[config.mk]
export PLATFORM = sky130hd
export DESIGN_NAME = dual_enable_counter
export DESIGN_NICKNAME = d
export VERILOG_FILES = /design/src/rtl/dec_cnt_pkg.sv /design/src/rtl/cnt_op_sel.sv /design/src/rtl/cnt_term_detect.sv /design/src/rtl/cnt_next_val.sv /design/src/rtl/dual_enable_counter.sv
export SDC_FILE = /design/constraint.sdc
export NUM_CORES = 1
export LEC_CHECK = 0
export BUFFER_PORTS_ARGS = -buffer_cell sky130_fd_sc_hd__buf_4
export CORE_AREA = 4 4 41 43
export CTS_CLUSTER_DIAMETER = 80
export DETAILED_ROUTE_END_ITERATION = 8
export DIE_AREA = 0 0 45 47
export PLACE_DENSITY = 0.51
export SYNTH_ARGS = -nofsm -noshare
export SYNTH_HDL_FRONTEND = slang
export SYNTH_SLANG_ARGS = --single-unit
[constraint.sdc]
create_clock -name clk -period 1.2 [get_ports clk]
set_input_delay 0.12 -clock clk [delete_from_list [all_inputs] [get_ports clk]]
set_output_delay 0.12 -clock clk [all_outputs]
set_load 0.02 [all_outputs]
[src/rtl/dec_cnt_pkg.sv]
package dec_cnt_pkg;
  typedef enum logic [1:0] {
    OP_HOLD  = 2'd0,
    OP_COUNT = 2'd1,
    OP_LOAD  = 2'd2,
    OP_CLEAR = 2'd3
  } cnt_op_e;
endpackage

[src/rtl/cnt_op_sel.sv]
module cnt_op_sel
  import dec_cnt_pkg::*;
(
  input  logic    clr_n,
  input  logic    load_n,
  input  logic    en_p,
  input  logic    en_t,
  output cnt_op_e op
);
  // Fixed priority: clear, then load, then count; enables only gate counting.
  always_comb begin
    if (!clr_n)             op = OP_CLEAR;
    else if (!load_n)       op = OP_LOAD;
    else if (en_p && en_t)  op = OP_COUNT;
    else                    op = OP_HOLD;
  end
endmodule

[src/rtl/cnt_term_detect.sv]
module cnt_term_detect #(
  parameter int WIDTH  = 4,
  parameter bit DECADE = 1'b0
) (
  input  logic [WIDTH-1:0] q,
  output logic             at_term
);
  localparam logic [WIDTH-1:0] TERM_DEC = WIDTH'(9);

  generate
    if (DECADE) begin : g_decade
      assign at_term = (q == TERM_DEC);
    end else begin : g_binary
      assign at_term = &q;
    end
  endgenerate
endmodule

[src/rtl/cnt_next_val.sv]
module cnt_next_val
  import dec_cnt_pkg::*;
#(
  parameter int WIDTH = 4
) (
  input  cnt_op_e          op,
  input  logic [WIDTH-1:0] q,
  input  logic [WIDTH-1:0] din,
  input  logic             at_term,
  output logic [WIDTH-1:0] q_nxt
);
  always_comb begin
    unique case (op)
      OP_CLEAR: q_nxt = '0;
      OP_LOAD:  q_nxt = din;
      // Above-terminal values simply increment and roll over naturally.
      OP_COUNT: q_nxt = at_term ? '0 : q + 1'b1;
      default:  q_nxt = q;
    endcase
  end
endmodule

[src/rtl/dual_enable_counter.sv]
module dual_enable_counter
  import dec_cnt_pkg::*;
#(
  parameter int WIDTH  = 4,
  parameter bit DECADE = 1'b0
) (
  input  logic             clk,
  input  logic             rst,
  input  logic             clr_n,
  input  logic             load_n,
  input  logic             en_p,
  input  logic             en_t,
  input  logic [WIDTH-1:0] din,
  output logic [WIDTH-1:0] q,
  output logic             carry_out
);
  localparam logic [WIDTH-1:0] TERM = DECADE ? WIDTH'(9) : {WIDTH{1'b1}};

  cnt_op_e          op;
  logic             at_term;
  logic [WIDTH-1:0] q_nxt;

  cnt_op_sel u_sel (
    .clr_n (clr_n),
    .load_n(load_n),
    .en_p  (en_p),
    .en_t  (en_t),
    .op    (op)
  );

  cnt_term_detect #(.WIDTH(WIDTH), .DECADE(DECADE)) u_term (
    .q      (q),
    .at_term(at_term)
  );

  cnt_next_val #(.WIDTH(WIDTH)) u_next (
    .op     (op),
    .q      (q),
    .din    (din),
    .at_term(at_term),
    .q_nxt  (q_nxt)
  );

  always_ff @(posedge clk) begin
    if (rst) q <= '0;
    else     q <= q_nxt;
  end

  // Combinational carry so a following stage sees it in the same cycle.
  assign carry_out = en_t & at_term;

  assert_clear_R2: assert property (@(posedge clk) disable iff (rst)
    !clr_n |=> (q == '0));

  assert_load_R3: assert property (@(posedge clk) disable iff (rst)
    (clr_n && !load_n) |=> (q == $past(din)));

  assert_hold_R5: assert property (@(posedge clk) disable iff (rst)
    (clr_n && load_n && !(en_p && en_t)) |=> $stable(q));

  assert_step_R4: assert property (@(posedge clk) disable iff (rst)
    (clr_n && load_n && en_p && en_t && q != TERM) |=> (q == WIDTH'($past(q) + 1'b1)));

  assert_wrap_R6: assert property (@(posedge clk) disable iff (rst)
    (clr_n && load_n && en_p && en_t && q == TERM) |=> (q == '0));

  assert_carry_R7: assert property (@(posedge clk) disable iff (rst)
    carry_out |-> (en_t && q == TERM));
endmodule

==> run_results.csv <==
group,metric,value,unit
clock_network,htreeDepth,1,
synthesis,syn_nets,42,
power_and_ir_drop,combPwrFrac,20.7,%
sta,fin_crit_sh,96.68,%
power_and_ir_drop,powerDensity,860.4,mW/mm2
sta,min_period,1.160,ns
sta,slew_headroom,85.18,%
cells_and_area,largest_registers,"q: 4 flops",
detailed_routing,drc_errors,0,
power_and_ir_drop,ir_worst_vdd,0.6104,mV
sta,final_max_slew_viol_count,0,
sta,finClkSkew,0.002547,ns
detailed_routing,viasPerCell,4.985,
placed_design,pre_cts_ws,0.06624,ns
placed_design,hpwl,580.1,um
sta,tns,0,ns
sta,setup_viol,0,
clock_network,clk_pin_slew,0.03,ns
cells_and_area,regMostFlops,"q",
power_and_ir_drop,p_clk_share,42.0,%
cells_and_area,antenna_cells,0,
worst_setup_path,cp-start-kind,"flop",
synthesis,syn_area,260.3,um2
floorplan,ios,15,
detailed_routing,drtAntennaViolNets,0,
sta,fmax,0.8620,GHz
placed_design,portBuffers,14,
hold_path,hold_class,"input port to flop",
detailed_routing,vias,329,
clock_network,clock_path_buffers,2,
global_routing,grt_max_degree,11,
sta,hold_viol,0,
worst_setup_path,path_max_fanout,3,
floorplan,die-area,0.002115,mm2
floorplan,die_h,47,um
floorplan,rows,13,
cells_and_area,finish.utilization,35.00,%
floorplan,core_area,0.001301,mm2
cells_and_area,largest_reg_flops,4,
worst_setup_path,cp_slowest_cell,"dfxtp_4",
floorplan,die_w,45,um
synthesis,netlist_instances,31,
detailed_routing,wl,791,um
placed_design,gp_congestion,0.6763,
detailed_routing,drt_pre_antenna_iters,6,
worst_setup_path,cp.arrival,1.04,ns
clock_network,cts_hold_buf,0,
global_routing,grt_pass1_wl,1.283,mm
synthesis,avgSynthCellArea,8.395,um2
worst_setup_path,cp_slowest_stage_delay,0.35,ns
cells_and_area,syn_to_final_growth,75.00,%
sta,holdWs,0.1253,ns
status,status,"finished, final reports clean",
sta,setup_ws,0.03989,ns
run,drv_cap,0,
clock_network,numCtsBuffers,3,
power_and_ir_drop,power_switching,0.09642,mW
global_routing,grtUsageTotal,9.012,%
clock_network,cts_root_buffer,"clkbuf_4",
global_routing,grt_overflow,0,
clock_network,clk_latency,0.23,ns
synthesis,synth.distinct_cells,21,
detailed_routing,wire_per_inst,11.98,um
cells_and_area,drive_above_1_share,54.90,%
global_routing,antenna_found_initial,0,
synthesis,synth.yosys.seq_area_share,30.77,%
power_and_ir_drop,power.internal,0.2954,mW
global_routing,grt_pass1_vias,305,
floorplan,start_util,20.00,%
power_and_ir_drop,sw_frac_of_total,24.61,%
synthesis,yosys_warnings,0,
detailed_routing,drt-initial-drc-count,11,
sta,grt_setup_unrepaired,"false",
worst_setup_path,required,1.08,ns
cells_and_area,nets,64,
clock_network,cts_sinks,4,
clock_network,tritoncts,"built",
worst_setup_path,path_class,"flop to primary output",
worst_setup_path,path_cells,"ha_4 > and4_4 > buf_6",
sta,tightest_slew,0.2220,ns
synthesis,ys_seq_elements,4,
worst_setup_path,end_kind,"primary output",
power_and_ir_drop,seq_power_share,37.3,%
power_and_ir_drop,leakage,0.1975,nW
[worst max-delay path: cells and delay by family (launching register included)]
| family | cells | cell delay, ns |
|---|---|---|
| adders and majority gates | 1 | 0.13 |
| DFF | 1 | 0.35 |
| and+or+nand+nor | 1 | 0.21 |
| buffers and inverters | 1 | 0.11 |
[worst paths after layout]
check / from / to / slack, ns / depth (start not counted)
worst min register to register: q[2] / q[2] / 0.55 / 1
worst max-delay path: q[1] / carry_out / 0.04 / 3
worst min-delay path: load_n / q[1] / 0.13 / 2
worst max register to register: q[1] / q[2] / 0.08 / 5
[area by class of cell]
cell class / count / area [um2]
Clock buffer: 3 / 22.52
Fill cell: 150 / 845.8
Inverter: 1 / 3.754
Multi-Input combinational cell: 25 / 185.2
Sequential cell: 4 / 86.33
Tap cell: 15 / 18.77
Timing Repair Buffer: 18 / 138.9
[cells in the mapped netlist]
library cell  number  share of area [%]
ha_1               1                4.8
nand2_2            1                2.4
buf_2              1                1.9
mux2i_1            1                3.8
a311o_1            1                3.8
nor2_1             1                1.4
a31oi_1            2                4.8
nand3_1            1                1.9
and2b_1            1                2.9
and4_2             1                3.8
nand2_1            3                4.3
a21boi_0           1                2.9
o31a_1             1                3.4
o22ai_1            1                2.4
and4b_1            1                3.8
a21oi_1            3                5.8
o221a_2            1                4.3
dfxtp_1            4                 31
o21ai_0            3                5.8
inv_1              1                1.4
o2111ai_1          1                3.4
[stage by stage]
| stage | cell area, um2 | total power [mW] | std cells |
|---|---|---|---|
| final | 455.4 | 0.3919 | 66 |
| after global routing | 455.4 | 0.4169 | 66 |
| after CTS | 454.2 | 0.4004 | 66 |
| after detailed placement | 389.1 | 0.2250 | 60 |
| after global placement | 389.1 | 0.2254 | 60 |
| after floorplan | 262.8 | 0.1821 | 31 |
[power groups by stage]
stage	registers (mW)	logic, mW	clock network, mW
finish	0.146	0.0812	0.165
global route	0.147	0.0917	0.178
CTS	0.146	0.0821	0.173
detailed placement	0.149	0.0765	0
global placement	0.148	0.0772	0
floorplan	0.155	0.0274	0
[logic make-up (layout without fill, tap and decap cells)]
logic type	Yosys count	in the layout	synth area share [%]
flip-flops	4	4	30.77
adder cells (fa/ha/maj)	1	1	4.807
buffers and inverters	2	22	3.362
AND/OR/NAND/NOR	9	9	20.67
AO/OA/AOI/OAI	14	14	36.54
multiplexers	1	1	3.846
[layout by cell type (no fill, tap or decap), types with 2 or more instances in the layout]
cell type / n
a21oi_1: 3
a31oi_1: 2
buf_4: 17
clkbuf_4: 3
dfxtp_2: 2
nand2_1: 3
o21ai_0: 3
[timing repair]
action                     in CTS  in global routing
setup buffers                   3                  0
gates resized for setup         5                  1
setup endpoints to repair       1                  2
pin swaps                       1                  2
[metal layers]
metal  track usage (%)  vias up  share of wire (%)
met1             9.567      149                 41
met2             13.84       14                 45
met3             6.513        0                 14
met5                 0        -                  0
li1                  -      166                  -
met4             3.509        0                  0
Power figures use the tool's default switching activity.
